<file path="src/rtl/brs_pkg.sv">
package brs_pkg;

    // Phase encoding: bit 1 is the "not clearing, writes blocked" half,
    // bit 0 the "recording allowed" half.
    typedef enum logic [1:0] {
        PH_START  = 2'b00,
        PH_ARMED  = 2'b01,
        PH_HALT   = 2'b10,
        PH_RECORD = 2'b11
    } phase_e;

    typedef enum logic [1:0] {
        SHOT_IDLE   = 2'b00,
        SHOT_FIRST  = 2'b01,
        SHOT_SECOND = 2'b10
    } shot_e;

endpackage

</file>
<file path="src/rtl/brs_edge.sv">
module brs_edge #(
    parameter bit FALLING = 1'b0
) (
    input  logic clk,
    input  logic rst_n,
    input  logic sig_i,
    output logic edge_o
);

    logic prev_d, prev_q;

    always_comb begin
        prev_d = sig_i;
    end

    always_ff @(posedge clk or negedge rst_n) begin
        if (!rst_n) prev_q <= 1'b0;
        else        prev_q <= prev_d;
    end

    generate
        if (FALLING) begin : g_fall
            assign edge_o = prev_q & ~sig_i;
        end else begin : g_rise
            assign edge_o = sig_i & ~prev_q;
        end
    endgenerate

endmodule

</file>
<file path="src/rtl/brs_req_flag.sv">
module brs_req_flag (
    input  logic clk,
    input  logic rst_n,
    input  logic set_i,
    input  logic clear_i,
    output logic flag_o
);

    logic flag_d, flag_q;

    always_comb begin
        flag_d = flag_q;
        if (clear_i)    flag_d = 1'b0;
        else if (set_i) flag_d = 1'b1;
    end

    always_ff @(posedge clk or negedge rst_n) begin
        if (!rst_n) flag_q <= 1'b0;
        else        flag_q <= flag_d;
    end

    assign flag_o = flag_q;

endmodule

</file>
<file path="src/rtl/brs_pulse.sv">
module brs_pulse #(
    parameter int LEN = 500
) (
    input  logic clk,
    input  logic rst_n,
    input  logic trig_i,
    output logic pulse_o
);

    localparam int CW = $clog2(LEN + 1);
    typedef logic [CW-1:0] cnt_t;

    cnt_t cnt_d, cnt_q;

    always_comb begin
        cnt_d = cnt_q;
        if (trig_i)             cnt_d = cnt_t'(LEN);
        else if (cnt_q != '0)   cnt_d = cnt_q - cnt_t'(1);
    end

    always_ff @(posedge clk or negedge rst_n) begin
        if (!rst_n) cnt_q <= '0;
        else        cnt_q <= cnt_d;
    end

    assign pulse_o = (cnt_q != '0);

endmodule

</file>
<file path="src/rtl/brs_two_shot.sv">
module brs_two_shot
    import brs_pkg::*;
#(
    parameter int FIRST_LEN  = 500,
    parameter int SECOND_LEN = 500
) (
    input  logic clk,
    input  logic rst_n,
    input  logic trig_i,
    input  logic en_i,
    output logic first_o,
    output logic second_o,
    output logic second_raw_o,
    output logic first_last_o
);

    localparam int MAXLEN = (FIRST_LEN > SECOND_LEN) ? FIRST_LEN : SECOND_LEN;
    localparam int CW     = $clog2(MAXLEN + 1);
    typedef logic [CW-1:0] cnt_t;

    typedef struct packed {
        shot_e ph;
        cnt_t  cnt;
        logic  en;
    } shot_t;

    shot_t q, d;

    always_comb begin
        d = q;
        unique case (q.ph)
            SHOT_IDLE: begin
                if (trig_i) begin
                    d.ph  = SHOT_FIRST;
                    d.cnt = cnt_t'(FIRST_LEN - 1);
                    d.en  = en_i;
                end
            end
            SHOT_FIRST: begin
                if (q.cnt == '0) begin
                    d.ph  = SHOT_SECOND;
                    d.cnt = cnt_t'(SECOND_LEN - 1);
                end else begin
                    d.cnt = q.cnt - cnt_t'(1);
                end
            end
            SHOT_SECOND: begin
                if (q.cnt == '0) d.ph  = SHOT_IDLE;
                else             d.cnt = q.cnt - cnt_t'(1);
            end
            default: d.ph = SHOT_IDLE;
        endcase
    end

    always_ff @(posedge clk or negedge rst_n) begin
        if (!rst_n) q <= '{ph: SHOT_IDLE, cnt: '0, en: 1'b0};
        else        q <= d;
    end

    assign first_o      = (q.ph == SHOT_FIRST)  && q.en;
    assign second_raw_o = (q.ph == SHOT_SECOND);
    assign second_o     = (q.ph == SHOT_SECOND) && q.en;
    assign first_last_o = (q.ph == SHOT_FIRST)  && q.en && (q.cnt == '0);

endmodule

</file>
<file path="src/rtl/beat_recorder_seq.sv">
module beat_recorder_seq
    import brs_pkg::*;
#(
    parameter int WE_CYCLES   = 500,
    parameter int STEP_CYCLES = 500,
    parameter int AR_CYCLES   = 500
) (
    input  logic clk,
    input  logic rst_n,
    input  logic gate_i,
    input  logic store_tick_i,
    input  logic clear_tick_i,
    input  logic addr_carry_i,
    input  logic ext_reset_i,
    input  logic ext_stop_i,
    output logic clr_level_o,
    output logic addr_rst_o,
    output logic wr_en_o,
    output logic addr_inc_o,
    output logic preset_o
);

    typedef struct packed {
        phase_e phase;
    } ctl_t;

    ctl_t q, d;

    logic gate_fall, clear_fall, store_rise, carry_rise;
    logic req_flag;
    logic shot_trig, shot_en, shot_first_last;
    logic ar_trig;
    logic was_clearing, now_clearing;

    brs_edge #(.FALLING(1'b1)) u_gate_edge (
        .clk(clk), .rst_n(rst_n), .sig_i(gate_i), .edge_o(gate_fall)
    );
    brs_edge #(.FALLING(1'b1)) u_clear_edge (
        .clk(clk), .rst_n(rst_n), .sig_i(clear_tick_i), .edge_o(clear_fall)
    );
    brs_edge #(.FALLING(1'b0)) u_store_edge (
        .clk(clk), .rst_n(rst_n), .sig_i(store_tick_i), .edge_o(store_rise)
    );
    brs_edge #(.FALLING(1'b0)) u_carry_edge (
        .clk(clk), .rst_n(rst_n), .sig_i(addr_carry_i), .edge_o(carry_rise)
    );

    brs_req_flag u_flag (
        .clk(clk), .rst_n(rst_n),
        .set_i(store_rise), .clear_i(addr_inc_o),
        .flag_o(req_flag)
    );

    // Phase sequencing
    always_comb begin
        d = q;
        if (ext_reset_i) begin
            d.phase = PH_START;
        end else if (ext_stop_i) begin
            d.phase = PH_HALT;
        end else begin
            unique case (q.phase)
                PH_START:  if (carry_rise) d.phase = PH_RECORD;
                PH_RECORD: begin
                    if (carry_rise)               d.phase = PH_HALT;
                    else if (req_flag && gate_i)  d.phase = PH_ARMED;
                end
                PH_ARMED: begin
                    if (carry_rise)           d.phase = PH_HALT;
                    else if (shot_first_last) d.phase = PH_RECORD;
                end
                default: d.phase = PH_HALT;
            endcase
        end
    end

    always_ff @(posedge clk or negedge rst_n) begin
        if (!rst_n) q <= '{phase: PH_HALT};
        else        q <= d;
    end

    // Write pulse generation
    always_comb begin
        shot_trig = ((q.phase == PH_START) && clear_fall && !addr_carry_i) ||
                    (((q.phase == PH_RECORD) || (q.phase == PH_ARMED)) && gate_fall);
        shot_en   = (q.phase == PH_START) || (q.phase == PH_ARMED);
    end

    brs_two_shot #(
        .FIRST_LEN (WE_CYCLES),
        .SECOND_LEN(STEP_CYCLES)
    ) u_shot (
        .clk(clk), .rst_n(rst_n),
        .trig_i(shot_trig), .en_i(shot_en),
        .first_o(wr_en_o), .second_o(addr_inc_o),
        .second_raw_o(preset_o), .first_last_o(shot_first_last)
    );

    // Address reset on both edges of the clearing level
    always_comb begin
        was_clearing = (q.phase == PH_START);
        now_clearing = (d.phase == PH_START);
        ar_trig      = was_clearing ^ now_clearing;
    end

    brs_pulse #(.LEN(AR_CYCLES)) u_ar (
        .clk(clk), .rst_n(rst_n), .trig_i(ar_trig), .pulse_o(addr_rst_o)
    );

    assign clr_level_o = (q.phase == PH_START);

endmodule

</file>
<file path="config.mk">
export PLATFORM = sky130hd
export DESIGN_NAME = beat_recorder_seq
export DESIGN_NICKNAME = d
export VERILOG_FILES = /design/src/rtl/brs_pkg.sv /design/src/rtl/brs_edge.sv /design/src/rtl/brs_req_flag.sv /design/src/rtl/brs_pulse.sv /design/src/rtl/brs_two_shot.sv /design/src/rtl/beat_recorder_seq.sv
export SDC_FILE = /design/constraint.sdc
export NUM_CORES = 1
export LEC_CHECK = 0
export BUFFER_PORTS_ARGS = -buffer_cell sky130_fd_sc_hd__buf_2
export CORE_MARGIN = 2
export CORE_UTILIZATION = 30
export DETAILED_ROUTE_END_ITERATION = 12
export PLACE_DENSITY = 0.5
export SETUP_SLACK_MARGIN = 0.3
export SLEW_MARGIN = 20
export SYNTH_ARGS = -nofsm -noshare
export SYNTH_HDL_FRONTEND = slang
export SYNTH_SLANG_ARGS = --single-unit
</file>
<file path="constraint.sdc">
create_clock -name clk -period 4.5 [get_ports clk]
set_clock_uncertainty 0.2 [all_clocks]
set_input_delay 0.225 -clock clk [delete_from_list [all_inputs] [get_ports clk]]
set_output_delay 0.225 -clock clk [all_outputs]
set_load 0.005 [all_outputs]
</file>
==> results of run 1 <==
[Yosys cell counts, drive strengths merged]
library cell / instances
nand2b: 2
or4: 2
xnor2: 3
nand3b: 2
buf: 2
nand2: 6
dfrtp: 27
mux2i: 1
a211o: 2
or2: 1
o21ai: 15
nor4: 3
inv: 10
nand4: 1
a31o: 1
dfstp: 1
o211ai: 2
nor3: 6
a211oi: 4
and4b: 1
a2111oi: 1
a21oi: 15
nor2: 10
a31oi: 5
o32a: 1
or3: 2
ha: 7
o41ai: 1
o211a: 1
and3b: 2
nand4b: 2
o31ai: 2
nor2b: 3
o21a: 1
xor2: 1
and2: 4
a32o: 2
and2b: 1
mux2: 1
nor3b: 1
nand3: 2
[worst paths after layout]
path	start	endpoint
max	u_ar.cnt_q[6]	addr_rst_o
min	rst_n	u_shot.q[10]
max reg2reg	u_shot.q[1]	u_shot.q[9]
min reg2reg	u_flag.flag_o	u_flag.flag_o
max in group asynchronous	rst_n	u_ar.cnt_q[5]
min in group clk	u_flag.flag_o	u_flag.flag_o
[cells by family after synthesis]
| family | Yosys count |
|---|---|
| AO/OA/AOI/OAI | 53 |
| XOR/XNOR | 4 |
| adder cells (fa/ha/maj) | 7 |
| buffers and inverters | 12 |
| flip-flops | 28 |
| multiplexers | 2 |
| AND/OR/NAND/NOR | 51 |
[routing by layer]
| layer | up-vias | global-route usage (%) |
|---|---|---|
| met5 | - | 0 |
| met4 | 0 | 3.82 |
| met3 | 7 | 2.61 |
| met2 | 22 | 21.1 |
| met1 | 617 | 15.3 |
| li1 | 630 | - |
[power by group through the flow]
stage	registers (uW)	clock network [uW]	logic [uW]
6_report	401	160	497
5_1_grt	414	178	565
4_1_cts	400	167	498
3_5_place_dp	405	0	490
3_3_place_gp	401	0	481
2_1_floorplan	382	0	405
[final cells by class]
class	count	area (um2)
Timing Repair Buffer	19	130
Multi-Input combinational cell	117	822
Tap cell	70	87.6
Clock buffer	4	55.1
Sequential cell	28	702
Fill cell	532	3270
Inverter	10	37.5
[sequential cells by signal, indices dropped and copies added (netlist names)]
register / cells
u_shot.q: 12
u_carry_edge.prev_q: 1
u_gate_edge.prev_q: 1
u_clear_edge.prev_q: 1
u_ar.cnt_q: 9
u_flag.flag_o: 1
q: 2
u_store_edge.prev_q: 1
[stage by stage]
stage	area (um2)	hold slack, ns	setup WS, ns
global placement	1710	0.0796	2.46
global route	1830	0.349	2.08
detailed placement	1710	0.0879	2.43
finish	1830	0.291	2.21
floorplan	1580	-0.271	2.62
CTS	1830	0.324	2.20
[timing repair]
| item | in CTS | in global routing |
|---|---|---|
| endpoints found under the hold margin | 33 | 0 |
| hold buffers | 7 | 0 |
| endpoints found under the setup margin | 0 | 0 |
==> key figures, run 1 <==
Finish
  – Layout cells sized above 1: between 10% and 20%
  – Nets: roughly 190
  – Final core utilization: a little over a third
  – Most frequent cells in the layout: 27 x dfrtp_1, 14 x a21oi_1, 12 x buf_2
  – # diodes: 0
  – Most common cell after layout, fill and taps aside: dfrtp_1
  – Non-filler cells, final: between 200 and 250
  – Layout area overhead: 16.1%

Synthesis
  – Mapped Nets: approximately 170
  – #FFs+latches synth: 28
  – Sequential area share after synthesis: between 40% and 50%
  – Largest family of logic cells by synthesized area: compound AO/OA/AOI/OAI gates
  – Cell count after synthesis: between 150 and 200
  – Mux cell area share after synthesis: 1.35%
  – Post-Synth XOR/XNOR Area: roughly 2.2%
  – Compound-gate portion of the synthesized area: 22.1%
  – Synth top area share: a little over two fifths
  – Synth Area in Simple Gates: a little over a fifth
  – Synth warnings: 0
  – Library cells used by synthesis: between 40 and 50
  – Post-Synth Adder-Cell Area: around 5.5%
  – Cell Area, Synth: approximately 1600 um2
  – Main area contributors after synthesis: dfrtp_1 43%, ha_1 5.5%, a21oi_1 4.4%
  – Syn avg cell area: 10.1 um2
  – Leading area contributor after synthesis: dfrtp_1

Power and ir drop
  – Leakage: 0.000757 uW
  – Comb power frac: a little under half
  – Total power: 1060 uW
  – Clock power share: between 15 and 20%
  – Seq pwr share: 37.9%
  – Max VDD drop: between 200 and 250 uV
  – Cell Int Power: between 600 and 700 uW
  – Sw power: 452 uW
  – Sw frac: between 40% and 50%
  – Cell area power density: 577 nW/um2

Place
  – Routability Congestion: 0.878
  – Detailed Place HPWL: 2380 um
  – Inst Count DP: around 240
  – I/O Buffers: 12

CTS
  – H-tree depth: 1
  – Maximum root-to-sink buffer count: 2
  – CTS Buf Count: 3
  – Clk slew on worst S/H paths: approximately 0.10 ns
  – Sink Count: 28
  – PostCTS Resize Cnt: 0
  – CTS tree: yes
  – Clock latency on the worst-skew pair: between 0.2 and 0.3 ns
  – Root buffer cell: clkbuf_8
  – Post-CTS Repair Setup Buffers: 0

STA
  – Setup tns final: 0 ns
  – RSZ-0062 raised after global routing: no
  – Tmin final: 2.29 ns
  – Final Hold Fails: 0
  – Setup-failing EPs final: 0
  – Worst-margin pin slew: 0.637 ns
  – Slew Viols, Final: 0
  – Tcrit/Tclk final: around half
  – Max transition margin: between 50% and 60%
  – Max Freq: ~440 MHz

Worst setup path
  – Max incr delay on CP: around 0.44 ns
  – CP max stage cell: dfrtp_1
  – Critical path fanouts, max: 5
  – Required @ worst endpoint: between 4 and 5 ns
  – CP Cell Sequence: nor4_2 > nor3b_2 > nand3b_1 > buf_2
  – Startpoint Class: register
  – Kind of end point of the critical path: output pin
  – Number of cells on the critical path: 4
  – Buffer and inverter count on the worst path: 1
  – Reg2reg setup slack: ~2.4 ns
  – Crit Path Category: register to output pin
  – Crit path DAT: 1.87 ns
  – Cell family with most CP delay: simple AND/OR/NAND/NOR gates
  – Worst r2r path cells: 5

Detailed routing
  – Routed Antenna Nets: 0
  – Routed WL: around 3300 um
  – Wire length on met2: between 1500 and 2000 um
  – 1st-iter DRT viols: between 100 and 150
  – Metal-1 WL: about 1500 um
  – DRC: 0
  – DRT Pass-1 Iters: 4
  – Wire length per cell: 13.4 um
  – DR top layer: met4
  – Via-to-Cell Ratio: 5.15
  – Total number of vias: roughly 1300
  – Met3 WL: around 120 um

GRT
  – First-pass GRT wire length: about 5900 um
  – Overall Global Routing Usage: ~12%
  – Pin count of the biggest net entering global routing: 29
  – Initial antenna violation count: 0
  – Remaining Overflow, GRT: 0
  – Vias in the first global route: around 1300

Min path
  – Min-delay worst type: input port to async pin

Die
  – Ports: 13
  – Core ar.: between 5000 and 6000 um2
  – Full die area: between 5000 and 6000 um2
  – Starting Density: roughly 31%
  – Die W: 76.6 um
  – Number of placement rows: 26
  – Die H: 76.6 um

Run status
  – Outcome: complete, no violations

Job
  – MaxCap Viol Count: 0
Note: power is estimated with default switching activity, not from simulation.
==> run 2, diff against run 1 <==
- clock period: 4.5 -> 2.18 ns (I/O delays scaled with it)
==> run 2 against run 1 <==
  * Sequential share of layout area decreased by 5.6 points
  * Sequential cell count unchanged
  * Largest power group unchanged
  * Non-clock buffer count grew 23
  * Sequential power is 110% higher
==> key figures, run 2 (synthesis gave the netlist of run 1 again) <==
Run status
  – Outcome: complete, no violations

Power and ir drop
  – Max VDD drop: 586 uV (+150%)
  – Leakage: 0.000896 uW (+18%)
  – Sw power: 1140 uW (+150%)
  – Seq pwr share: 31.4% (-6.5 points)
  – Cell Int Power: 1530 uW (+150%)
  – Comb power frac: 57.2% (+10 points)
  – Sw frac: 42.8% (+0.053 points)
  – Clock power share: 11.4% (-3.7 points)
  – Cell area power density: 1230 nW/um2 (+110%)

Worst setup path
  – Buffer and inverter count on the worst path: 0 (-1)
  – Crit path DAT: 2.00 ns (+0.13 ns)
  – CP max stage cell: or4_4
  – Reg2reg setup slack: 0.20 ns (-2.22 ns)
  – Cell family with most CP delay: simple AND/OR/NAND/NOR gates
  – Max incr delay on CP: 0.57 ns (+0.13 ns)
  – Kind of end point of the critical path: register
  – Required @ worst endpoint: 2.20 ns (-1.87 ns)
  – Critical path fanouts, max: 4 (-1)
  – Startpoint Class: register
  – CP Cell Sequence: or4_4 > nor3_4 > a211oi_1 > a211o_1 > a21oi_2
  – Crit Path Category: register to register

Detailed routing
  – Routed WL: 4160 um (+25%)
  – Routed Antenna Nets: 0 (unchanged)
  – Total number of vias: 1456 (+14%)
  – Wire length per cell: 15.3 um (+14%)
  – 1st-iter DRT viols: 151 (+45%)
  – DRC: 0 (unchanged)
  – DRT Pass-1 Iters: 5 (+1)
  – Via-to-Cell Ratio: 5.35 (+4.0%)

STA
  – Max transition margin: 56.1% (-1.4 points)
  – Tcrit/Tclk final: between 90 and 100%
  – Final Hold Fails: 0 (unchanged)
  – Max Freq: approximately 500 MHz
  – Slew Viols, Final: 0 (unchanged)
  – Worst-margin pin slew: 0.658 ns (+0.0213 ns)
  – Setup tns final: 0 ns (unchanged)
  – Tmin final: a little under 2 ns
  – Setup-failing EPs final: 0 (unchanged)
  – RSZ-0062 raised after global routing: yes

GRT
  – Overall Global Routing Usage: 14.3% (+2.1 points)
  – Remaining Overflow, GRT: 0 (unchanged)
  – Vias in the first global route: 1438 (+12%)
  – Pin count of the biggest net entering global routing: 29 (unchanged)
  – First-pass GRT wire length: 6830 um (+16%)
  – Initial antenna violation count: 0 (unchanged)

Die
  – Die H: 76.6 um (unchanged)
  – Number of placement rows: 26 (unchanged)
  – Full die area: 5860 um2 (unchanged)
  – Starting Density: 30.9% (unchanged)
  – Ports: 13 (unchanged)
  – Core ar.: 5110 um2 (unchanged)
  – Die W: 76.6 um (unchanged)

Finish
  – Fillers: 514 (-3.4%)
  – Layout cells sized above 1: 36.6% (+20 points)
  – # diodes: 0 (unchanged)
  – Most frequent cells in the layout: 23 x dfrtp_1, 20 x buf_4, 12 x a21oi_1, 12 x buf_2, 10 x nor2_1
  – Top flop regs: u_shot.q (12), u_ar.cnt_q (9), q (2)
  – Register with the most flip-flops: u_shot.q
  – Most common cell after layout, fill and taps aside: dfrtp_1
  – Final core utilization: 42.4% (+6.5 points)
  – Layout area overhead: 37.1%
  – Max reg flops: 12 (unchanged)
  – Nets: 218 (+12%)

CTS
  – CTS Buf Count: 3 (unchanged)
  – Sink Count: 28 (unchanged)
  – Clk slew on worst S/H paths: 0.10 ns (about the same)
  – Maximum root-to-sink buffer count: 2 (unchanged)
  – H-tree depth: 1 (unchanged)
  – Clock latency on the worst-skew pair: 0.28 ns (about the same)
  – CTS tree: yes
  – Root buffer cell: clkbuf_8

Min path
  – Min-delay worst type: input port to register

Job
  – MaxCap Viol Count: 0 (unchanged)

Place
  – Routability Congestion: 0.917 (+4.5%)
  – I/O Buffers: 12 (unchanged)
  – Detailed Place HPWL: 2530 um (+6.4%)
run 2: cell types whose count changed in the layout (fill, tap and decap cells not counted), moves of 4 or more:
cell,before,now
buf_4,0,20
ha_1,7,2
dfrtp_1,27,23
dfrtp_2,0,4
ha_4,0,4
inv_1,10,6
inv_2,0,4
run 2: timing repair:
action | CTS | global route
pin swaps | 4 | 6
endpoints found under the hold margin | 34 | 0
gates cloned | 1 | 0
resized for setup | 20 | 14
setup endpoints to repair | 18 | 20
hold buffers | 7 | 0
setup buffers | 12 | 9
run 2: worst min-delay path: stages:
cell and delay [ns]:
buf_2 0.12, nor2b_1 0.16, mux2i_1 0.15, nor3_1 0.06
run 2: power by group through the flow:
stage	combinational (uW)	clock, uW	sequential (uW)
3_5_place_dp	1060	0	835
3_3_place_gp	1020	0	828
6_report	1530	304	839
5_1_grt	1690	337	857
2_1_floorplan	836	0	788
4_1_cts	1360	311	817
run 2: area by class of cell:
class | instances | area, um2 | share of cell area (%)
sequential | 28 | 707 | 32.6
inverter | 10 | 37.5 | 1.73
clock buffer | 4 | 45.0 | 2.08
tap | 70 | 87.6 | 4.04
timing repair buffer | 42 | 315 | 14.6
multi-input combinational | 118 | 973 | 44.9
run 2: path summary, 6_finish.rpt:
| check | depth (start not counted) | endpoint | start |
|---|---|---|---|
| setup / recovery | 5 | u_shot.q[6] | u_shot.q[5] |
| min in group asynchronous | 2 | u_shot.q[11] | rst_n |
| hold reg to reg | 2 | u_shot.q[0] | u_shot.q[0] |
| hold / removal | 4 | q[0] | addr_carry_i |
| setup reg to reg | 5 | u_shot.q[6] | u_shot.q[5] |
| max in group asynchronous | 2 | u_ar.cnt_q[6] | rst_n |
run 2: per-layer routing:
metal | GRT usage, % | share of wire, % | vias up
li1 | - | - | 680
met1 | 17.4 | 42 | 706
met2 | 25.2 | 51 | 54
met3 | 2.73 | 4.2 | 16
met4 | 4.73 | 2.9 | 0
met5 | 0 | 0 | -
run 2: per-stage QoR:
stage | cell area [um2] | hold WS [ns] | power [uW] | instances | setup slack, ns
floorplan | 1580 | -0.387 | 1620 | 157 | 0.302
global placement | 1720 | -0.0402 | 1850 | 239 | 0.133
detailed placement | 1720 | -0.0261 | 1890 | 239 | 0.102
CTS | 2010 | 0.161 | 2490 | 263 | 0.154
global route | 2170 | 0.179 | 2880 | 272 | 0.0982
finish | 2170 | 0.154 | 2670 | 272 | 0.205
